--- src/rtl/stack_pkg.sv ---
package stack_pkg;

  typedef enum logic [1:0] {
    PTR_HOLD     = 2'd0,
    PTR_DOWN     = 2'd1,
    PTR_UP       = 2'd2,
    PTR_CONFLICT = 2'd3
  } ptr_act_e;

  function automatic ptr_act_e decode_ptr_act(input logic down, input logic up);
    ptr_act_e a;
    unique case ({up, down})
      2'b01:   a = PTR_DOWN;
      2'b10:   a = PTR_UP;
      2'b11:   a = PTR_CONFLICT;
      default: a = PTR_HOLD;
    endcase
    return a;
  endfunction

endpackage

--- src/rtl/stack_ptr_reg.sv ---
module stack_ptr_reg #(
  parameter int          PTR_W     = 8,
  parameter logic [7:0]  RESET_VAL = 8'h40
) (
  input  logic             clk,
  input  logic             rst,
  input  logic             down_i,
  input  logic             up_i,
  output logic [PTR_W-1:0] ptr_o
);
  import stack_pkg::*;

  localparam logic [PTR_W-1:0] ONE  = PTR_W'(1);
  localparam logic [PTR_W-1:0] INIT = PTR_W'(RESET_VAL);

  ptr_act_e         act;
  logic [PTR_W-1:0] ptr_q;
  logic [PTR_W-1:0] ptr_d;

  always_comb begin
    act = decode_ptr_act(down_i, up_i);
    unique case (act)
      PTR_DOWN: ptr_d = ptr_q - ONE;
      PTR_UP:   ptr_d = ptr_q + ONE;
      default:  ptr_d = ptr_q;
    endcase
  end

  always_ff @(posedge clk) begin
    if (rst) ptr_q <= INIT;
    else     ptr_q <= ptr_d;
  end

  assign ptr_o = ptr_q;

endmodule

--- src/rtl/stack_store_ram.sv ---
module stack_store_ram #(
  parameter int DATA_W = 8,
  parameter int DEPTH  = 64,
  parameter int IDX_W  = $clog2(DEPTH)
) (
  input  logic              clk,
  input  logic              rst,
  input  logic              we_i,
  input  logic              re_i,
  input  logic [IDX_W-1:0]  idx_i,
  input  logic [DATA_W-1:0] wdata_i,
  output logic [DATA_W-1:0] rdata_o
);
  logic [DATA_W-1:0] cells [DEPTH];
  logic [DATA_W-1:0] rdata_q;

  always_ff @(posedge clk) begin
    if (we_i) cells[idx_i] <= wdata_i;
  end

  always_ff @(posedge clk) begin
    if (rst)       rdata_q <= '0;
    else if (re_i) rdata_q <= cells[idx_i];
  end

  assign rdata_o = rdata_q;

endmodule

--- src/rtl/stack_unit.sv ---
module stack_unit #(
  parameter int         DATA_W   = 8,
  parameter int         PTR_W    = 8,
  parameter int         DEPTH    = 64,
  parameter logic [7:0] SP_RESET = 8'h40
) (
  input  logic              clk,
  input  logic              rst,
  input  logic              dec_i,
  input  logic              inc_i,
  input  logic              wr_i,
  input  logic              rd_i,
  input  logic [DATA_W-1:0] din_i,
  output logic [DATA_W-1:0] tos_o,
  output logic [PTR_W-1:0]  sp_o
);
  localparam int IDX_W = $clog2(DEPTH);

  logic [PTR_W-1:0] sp_q;
  logic [IDX_W-1:0] idx;

  stack_ptr_reg #(.PTR_W(PTR_W), .RESET_VAL(SP_RESET)) u_ptr (
    .clk    (clk),
    .rst    (rst),
    .down_i (dec_i),
    .up_i   (inc_i),
    .ptr_o  (sp_q)
  );

  generate
    if (PTR_W > IDX_W) begin : g_fold
      assign idx = sp_q[IDX_W-1:0];
    end else begin : g_pad
      assign idx = IDX_W'(sp_q);
    end
  endgenerate

  stack_store_ram #(.DATA_W(DATA_W), .DEPTH(DEPTH), .IDX_W(IDX_W)) u_ram (
    .clk     (clk),
    .rst     (rst),
    .we_i    (wr_i),
    .re_i    (rd_i),
    .idx_i   (idx),
    .wdata_i (din_i),
    .rdata_o (tos_o)
  );

  assign sp_o = sp_q;

endmodule

--- config.mk ---
export PLATFORM = sky130hd
export DESIGN_NAME = stack_unit
export DESIGN_NICKNAME = d
export VERILOG_FILES = /design/src/rtl/stack_pkg.sv /design/src/rtl/stack_ptr_reg.sv /design/src/rtl/stack_store_ram.sv /design/src/rtl/stack_unit.sv
export SDC_FILE = /design/constraint.sdc
export NUM_CORES = 1
export LEC_CHECK = 0
export BUFFER_PORTS_ARGS = -buffer_cell sky130_fd_sc_hd__buf_2
export CELL_PAD_IN_SITES_DETAIL_PLACEMENT = 1
export CELL_PAD_IN_SITES_GLOBAL_PLACEMENT = 2
export CORE_ASPECT_RATIO = 1.4
export CORE_MARGIN = 2
export CORE_UTILIZATION = 30
export CTS_BUF_LIST = sky130_fd_sc_hd__clkbuf_8
export DETAILED_ROUTE_END_ITERATION = 7
export GPL_ROUTABILITY_DRIVEN = 0
export GPL_TIMING_DRIVEN = 0
export PLACE_DENSITY_LB_ADDON = 0.12
export SYNTH_ARGS = -nofsm -noshare
export SYNTH_HDL_FRONTEND = slang
export SYNTH_SLANG_ARGS = --single-unit
--- constraint.sdc ---
create_clock -name clk -period 2.45 [get_ports clk]
set_input_delay 0.245 -clock clk [delete_from_list [all_inputs] [get_ports clk]]
set_output_delay 0.245 -clock clk [all_outputs]
set_load 0.02 [all_outputs]
[Word level (Yosys, flattened, before mapping)]
Memory sizes are Yosys's and may differ from the RTL's. A register that Yosys moved wholly into a read port is not among the register bits.
Cells that the tools add are included.
Storage, ports and cells
  memories: 1
  memory bits (writable): 512
  output and inout port bits: 16
  bits in registers: 8
  input port bits: 14
  word-level logic and storage cells: 14
Operators by class
  equal/unequal tests: 5
  $add $sub $neg: 2
  mux-type cells: 4
  reduce and logical (&&, ||, !) cells: 1
Memories
  u_ram.cells: depth 64, bits a word 8, rd ports 1, clocked after memory_dff 1, write ports 1, RTL line stack_store_ram.sv:14  | logic [DATA_W-1:0] cells [DEPTH];
Operator list (count)
  one-hot mux 8 bit (2 select lines): 1
  adder 8 x 1 -> 8 bit (second input constant): 1
  subtractor 8 x 1 -> 8 bit (second input constant): 1
  equality test 2 bit (second input constant): 3
  one-hot mux 2 bit (3 select lines): 1
  equality test 2 x 1 -> 1 bit (second input constant): 2
  two-way mux 1 bit: 2
  nonzero test 2 bit: 1

[Longest topological paths before layout]
Gate-level depths: netlist of run 1.
  depth after elaboration: 4
  gate-level depth with buffers: 10
  gate-level depth less buffers: 10

[Hierarchy]
A second synthesis of run 1 with hierarchy kept.
Second synthesis, totals
  cells, all modules: 1234
  area total of the unflattened synthesis: 20967.6 sq um
By module, submodules not included
  stack_store_ram: cells each 1171, seq. area each 15534.9 sq um, area an instance 20417.1 sq um, times used 1
  stack_ptr_reg: cells each 63, seq. area each 160.2 sq um, area an instance 550.5 sq um, times used 1

[Worst setup path before layout of run 1]
OpenSTA, ideal clock, no wires.
  path kind: register -> register
  start point: register u_ptr.ptr_q[2], in the netlist u_ptr.ptr_o[2]
  end point: memory u_ram.cells[12][0], enable pin
  stages on the path, launching flop included: 8
  period minus slack after synthesis: 2434 ps
  path slack: 16 ps
  buffers on the path: 5
  library setup time: 370 ps
  arrival: 2064 ps
  required time: 2080 ps
  cell sequence: dfxtp_1 > buf_2 > buf_2 > buf_2 > buf_4 > buf_2 > nand3_1 > nor2_1
RTL lines
  start, declared: RTL line stack_ptr_reg.sv:17  | logic [PTR_W-1:0] ptr_q;
  start signal, assigned: RTL line stack_ptr_reg.sv:31  | else ptr_q <= ptr_d;
  end, declared: RTL line stack_store_ram.sv:14
Straight into the memory's write port.

==> summary.md, run 1 <==
| Metric | Value |
|---|---|
| Outcome | complete, but fails checks |
| Violated checks | DRC, setup timing |
| Mapped Cells | 1203 |
| Clk slew on worst S/H paths | 0.07 ns |
| Most common library cell in the layout ignoring fill and taps | edfxtp_1 |
| Total Neg Setup Slack | -0.2783 ns |
| FP Rows | 114 |
| IO buf count | 28 |
| Cell Chain, Critical Path | buf_12 > buf_16 > buf_4 > buf_6 > buf_6 > nand2_1 > a21oi_2 > nor3b_2 > a311oi_1 |
| Clk root buf | clkbuf_8 |
| Post-route insts no fill | 2448 |
| Main synth FF type | edfxtp_1 |
| Die footprint | just over 0.07 mm² |
| I/O Pins | 30 |
| Global-route congestion overflow total | 0 |
| Reg2Reg Depth | 9 |
| Largest net degree at the start of global routing | 65 |
| Worst r2r src | u_ptr.ptr_o[0] |
| RSZ-0062 raised after global routing | yes |
| Tcrit/Tclk final | 105.4% |
| GRT Util Overall | 23.80% |
| Sequential area share after synthesis | 75.01% |
| Worst Path Arrival | 3.20 ns |
| Initial Util | a little under a third |
| Commonest non-fill, non-tap cells in the layout | 512 x edfxtp_1, 91 x clkbuf_8, 77 x buf_12, 76 x buf_4, 66 x nor2_4 |
| Bufs and invs on worst path | 5 |
| Worst hold path class | input pin to register |
| Hold path startpoint | rd_i |
| Share of layout cells above drive strength 1 | a little under two fifths |
| Hold depth | 3 |
| Dpl cells | approximately 2200 |
| Setup crit start kind | register |
| Die Span Y | about 320 µm |
| DRC violations left | 1 |
| Post-DP HPWL | 52920 µm |
| Crit-path slowest cell | dfxtp_4 |
| Synth Cell Area | 0.02092 mm² |
| Die W | 227.2 µm |
| Fin crit period | around 2.6 ns |
| Net Count, Synth | about 1200 |
| DR iter-0 viols | 1101 |
| Final Core Density | 39.33% |
| CP peak stage delay | 0.39 ns |
| Total power draw | approximately 23 mW |
| Area Growth Syn to Fin | 29.76% |
| Maximum VDD drop | 0.3946 mV |
| Avg WL per Cell | 34.34 µm |
| Avg Inst Size Synth | 17.39 µm² |
| Crit end category | register |
| Initial antenna violation count | 1 |
| Final Slew Violations | 0 |
| DP Area | 0.02222 mm² |
| Lkg Pwr | 8.677 nW |
| Slew @ Worst Pin | 1.427 ns |
| Routed WL | ~84000 µm |
| Clock latency on the worst-skew pair | about 0.71 ns |
| ANT nets after route | 0 |
| WP data required | 3.07 ns |
| CTS tree | built |
| Relative slew margins | between 4 and 5% |
| PD cells | 850.0 mW/mm² |
| CTS buffer count | 86 |
| DR vias/cell | 5.323 |
| Worst R2R End | u_ram.rdata_o[1] |
| CP Max Fanout | 10 |
| Max Cap Violations | 0 |
| Flop2flop setup slack | -0.13 ns |
| First-pass GRT wire length | 115000 µm |
| Kind of critical path | register to register |
| Yosys cell types | 62 |
| Hold Path Sink | u_ram.rdata_o[1] |
| Clock buffer depth | 3 |
| Vias in the first global route | approximately 14000 |
| Final-report hold violation count | 0 |
| Min Hold Slack | 0.06010 ns |
| Number of synthesized flops with an enable pin | 512 |
| Final instance area | 0.02715 mm² |
| Final nets | 1474 |
| Crit path top cell by count | buf_6 |
| Core footprint | 0.06904 mm² |
| Post-synth ARST share | 0% |
| Seq cells post-synth | about 530 |
| Via count | 13030 |
| Pre-CTS setup slack | -2.264 ns |
| H-Tree Depth | 3 |
| DRT Pass-1 Iters | 8 |
| Cell family with most CP delay | buffers and inverters |
| Setup Skew | 0.04072 ns |
| Clock sink count | 528 |
| Setup WS post-layout | -0.1317 ns |
| Yosys warnings | 0 |
| Setup Viol. Count Final | 3 |
| Max Clock Freq | 0.3873 GHz |
-- power by group --
group	internal (mW)	total (mW)	switching (mW)
registers	10.1	10.2	0.113
logic	1.96	5.52	3.55
clock network	3.68	7.34	3.66
-- cell type report --
class | count | area (µm²)
Fill cell | 6822 | 41890
Sequential cell | 528 | 15700
Multi-Input combinational cell | 592 | 5768
Timing Repair Buffer | 161 | 1968
Clock buffer | 89 | 1225
Tap cell | 928 | 1161
Buffer | 76 | 940.9
Clock inverter | 62 | 337.8
Inverter | 7 | 33.78
Antenna cell | 5 | 12.51
-- worst max-delay path by stage --
stage                   startpoint            endpoint  slack (ns)  depth (start not counted)
global route        u_ptr.ptr_o[5]    u_ram.rdata_o[0]       -0.10                          5
floorplan           u_ptr.ptr_o[2]  u_ram.cells[12][0]        0.02                          7
detailed placement  u_ptr.ptr_o[1]  u_ram.cells[12][3]       -2.26                          6
finish              u_ptr.ptr_o[0]    u_ram.rdata_o[1]       -0.13                          9
global placement    u_ptr.ptr_o[1]  u_ram.cells[28][6]       -2.20                          6
CTS                 u_ptr.ptr_o[0]    u_ram.rdata_o[6]       -0.12                          8
-- cells by family after synthesis --
group / Yosys count / synth area share (%)
xor+xnor: 7 / 0.2930
fa+ha+maj: 8 / 0.5143
compound gates: 229 / 7.792
flops: 528 / 75.01
simple gates: 203 / 4.216
mux: 145 / 10.06
buf+inv: 83 / 2.111
-- worst reg2reg max path: cells and delay by family (launching register included) --
family                 cells  cell delay [ns]
buffers and inverters      5             1.17
AO/OA/AOI/OAI              2             0.62
AND/OR/NAND/NOR            2             0.32
flip-flops                 1             0.39
-- repair_timing --
| action | 4_1_cts | 5_1_grt |
|---|---|---|
| setup buffers | 115 | 13 |
| hold buffers | 2 | 0 |
| setup endpoints to repair | 523 | 157 |
| hold endpoints to repair | 2 | 0 |
| cloned | 1 | 1 |
| pin swaps | 76 | 13 |
| gates resized for setup | 363 | 52 |
-- sequential cells by signal (all words and copies together), names as in the netlist --
name           flops
u_ram.cells      512
u_ptr.ptr_o        8
u_ram.rdata_o      8
-- synth_stat cells, types with 5 or more instances --
library cell / n / share of area [%]
o21ai_0: 29 / 0.69
a311oi_1: 7 / 0.29
o211ai_1: 11 / 0.39
inv_1: 5 / 0.090
ha_1: 7 / 0.42
a221oi_1: 30 / 1.3
nand3_1: 17 / 0.41
nand2_1: 38 / 0.68
a221o_1: 6 / 0.29
nor2_1: 112 / 2.0
edfxtp_1: 512 / 73
dfxtp_1: 16 / 1.5
a211oi_1: 9 / 0.32
a22o_1: 14 / 0.59
clkbuf_1: 23 / 0.41
mux2_2: 28 / 1.5
a21oi_1: 44 / 1.1
buf_4: 11 / 0.39
mux4_2: 48 / 5.2
a22oi_1: 30 / 1.1
mux2i_1: 67 / 3.2
nor2b_1: 8 / 0.24
buf_2: 32 / 0.77
o22ai_1: 21 / 0.63
buf_6: 5 / 0.27
-- routing by layer --
layer  vias to the layer above  wire length [µm]  track usage (%)  part of all wire (%)
li1                       5383                 -                -                     -
met1                      7030             33820            29.32                    40
met2                       462             42940            41.80                    51
met3                       155              4248            3.503                   5.1
met4                         0              3050            9.522                   3.6
met5                         -                 0                0                     0
Power figures use the tool's default switching activity.
==> run 2, diff against run 1 <==
Settings changed: ABC_AREA set to 1, CAP_MARGIN set to 20.
==> summary.md, run 2 <==
| Metric | Value |
|---|---|
| Clock buffer depth | 3 (unchanged) |
| Outcome | finished, final reports clean |
| Hold path startpoint | dec_i |
| PD cells | 787.1 mW/mm² (-7.4%) |
| Cell Chain, Critical Path | buf_4 > nor2_1 > buf_2 > nand3_4 > nor2_4 |
| Slew @ Worst Pin | 0.9593 ns (-0.4675 ns) |
| Largest net degree at the start of global routing | 65 (unchanged) |
| Via count | 16710 (+28%) |
| Seq cells post-synth | 528 (unchanged) |
| Worst Setup SP | u_ptr.ptr_o[1] |
| DRC violations left | 0 (-1) |
| Post-DP HPWL | 62480 µm (+18%) |
| Post-synth ARST share | 0% (unchanged) |
| Avg Inst Size Synth | 10.03 µm² (-42%) |
| Maximum VDD drop | 0.5360 mV (+36%) |
| Total power draw | 21.77 mW (-5.7%) |
| IO buf count | 26 (-7.1%) |
| Synth Cell Area | 0.02257 mm² (+7.9%) |
| Max Cap Violations | 0 (unchanged) |
| Number of synthesized flops with an enable pin | 512 (unchanged) |
| Synth area leaders | edfxtp_1 68%, nand2_1 22%, nor2_1 2.1% |
| Yosys warnings | 0 (unchanged) |
| Setup Skew | 0.03602 ns (-0.004701 ns) |
| Die footprint | 0.07746 mm² (+7.7%) |
| Die Span Y | 328.5 µm (+3.8%) |
| Max Clock Freq | 0.4171 GHz (+7.7%) |
| Vias in the first global route | 17550 (+27%) |
| WP data required | 2.83 ns (-0.24 ns) |
| Avg WL per Cell | 26.06 µm (-24%) |
| Share of layout cells above drive strength 1 | 17.45% (-20 points) |
| ANT nets after route | 0 (unchanged) |
| Net Count, Synth | 2271 (+85%) |
| Die W | 235.8 µm (+3.8%) |
| FP Rows | 119 (+4.4%) |
| H-Tree Depth | 3 (unchanged) |
| CP Max Fanout | 10 (unchanged) |
| Clk root buf | clkbuf_8 |
| Top-count cell post-synth | nand2_1 |
| Synth top area share | 68.13% (-5.3 points) |
| Relative slew margins | 36.05% (+31 points) |
| Largest reg by FF count | u_ram.cells |
| Initial antenna violation count | 1 (unchanged) |
| Final nets | 2485 (+69%) |
| I/O Pins | 30 (unchanged) |
| Worst Path Arrival | 2.78 ns (-0.42 ns) |
| Most common library cell in the layout ignoring fill and taps | nand2_1 |
| Lkg Pwr | 11.36 nW (+31%) |
| Routed WL | 91260 µm (+8.6%) |
| Clock latency on the worst-skew pair | 0.72 ns (about the same) |
| CP peak stage delay | 0.42 ns (+0.03 ns) |
| Clk slew on worst S/H paths | 0.07 ns (about the same) |
| Tcrit/Tclk final | 97.86% (-7.5 points) |
| Area Growth Syn to Fin | 22.55% |
| Flop2flop setup slack | 0.05 ns (+0.18 ns) |
| Kind of critical path | register to register |
| Final Slew Violations | 0 (unchanged) |
| Global-route congestion overflow total | 0 (unchanged) |
| Mapped Cells | 2249 (+87%) |
| Yosys cell types | 31 (-50%) |
| Initial Util | 30.13% (-0.18 points) |
| Final Core Density | 36.92% (-2.4 points) |
| CTS buffer count | 87 (+1.2%) |
| DRT Pass-1 Iters | 4 (-4) |
| Synth cell count leaders | 1313 x nand2_1, 512 x edfxtp_1, 127 x nor2_1, 64 x nand3_1, 54 x buf_2 |
| Setup crit start kind | register |
| First-pass GRT wire length | 129000 µm (+12%) |
| Crit end category | register |
| DR iter-0 viols | 958 (-13%) |
| Core footprint | 0.07489 mm² (+8.5%) |
| DR vias/cell | 4.771 (-10%) |
| Fin crit period | 2.398 ns (-0.1840 ns) |
| Area leader, netlist | edfxtp_1 |
| Crit-path slowest cell | nor2_4 |
| CTS tree | built |
| Setup Viol. Count Final | 0 (-3) |
| Clock sink count | 528 (unchanged) |
| Max FFs per register | 512 (unchanged) |
| Worst hold path class | input pin to register |
| Commonest non-fill, non-tap cells in the layout | 1310 x nand2_1, 512 x edfxtp_1, 90 x clkbuf_8, 70 x buf_4, 65 x inv_1 |
| Worst r2r src | u_ptr.ptr_o[1] |
| Main synth FF type | edfxtp_1 |
| Sequential area share after synthesis | 69.55% (-5.5 points) |
| Final-report hold violation count | 0 (unchanged) |
| GRT Util Overall | 23.81% (about the same) |
[run 2: worst max-delay path, delay by kind of cell (launching register included)]
kind                   cells  cell delay (ns)
buffers and inverters      2             0.59
flip-flops                 1             0.35
AND/OR/NAND/NOR            3             1.10
[run 2: timing repair]
action | in CTS | in global routing
endpoints found under the setup margin | 520 | 79
cloned | 0 | 0
gates resized for setup | 217 | 17
hold endpoints to repair | 1 | 0
setup buffers | 50 | 7
hold buffers | 1 | 0
pin swaps | 24 | 6
[run 2: stage by stage]
stage          setup slack (ns)  hold slack, ns  cells  area [µm²]    TNS, ns
6_report                0.05238         0.07122   3502       27650          0
5_1_grt               -0.003485         0.09671   3502       27650  -0.006685
4_1_cts                0.003364         0.02857   3494       27520          0
3_5_place_dp             -1.480          0.4761   3284       24420    -576.65
3_3_place_gp             -1.711          0.4727   3243       23910    -715.42
2_1_floorplan            0.2881          0.3439   2249       22570          0
[run 2: layer usage]
layer	up-vias	share of wire [%]	track usage, %
met4	0	4.4	11.55
li1	7773	-	-
met3	134	2.9	2.392
met1	8478	41	28.46
met5	-	0	0
met2	324	52	42.91
[run 2: power by group]
group / internal, mW / total [mW] / switching [mW]
Combinational: 0.962 / 3.80 / 2.83
Sequential: 10.0 / 10.1 / 0.0738
Clock: 4.06 / 7.85 / 3.80
Total: 15.1 / 21.8 / 6.71
[run 2: layout make-up]
cell class	count	area, µm²
inverters	53	212.7
multi-input cells	1563	6779
fillers	8425	47240
clock inverters	69	454.2
plain buffers	105	648.1
diodes	1	2.502
flip-flops and latches	528	15700
well taps	968	1211
clock buffers	90	1239
repair buffers	125	1406
[run 2: cells by family (layout without fill, tap and decap cells)]
kind of cell             Yosys count  in the layout  share of synthesized area (%)
AO/OA/AOI/OAI                     35             35                         0.8927
XOR/XNOR                           4              4                         0.1553
AND/OR/NAND/NOR                 1516           1516                          25.76
other                              0              1                              0
flip-flops                       528            528                          69.55
buffers and inverters            158            442                          3.166
adder cells (fa/ha/maj)            8              8                         0.4768
[run 2: path summary, 6_finish.rpt]
kind	end	cells past startpoint
worst max-delay path	u_ram.cells[33][3]	5
worst min-delay path	u_ptr.ptr_o[2]	6
worst max register to register	u_ram.cells[33][3]	5
worst min register to register	u_ptr.ptr_o[7]	2
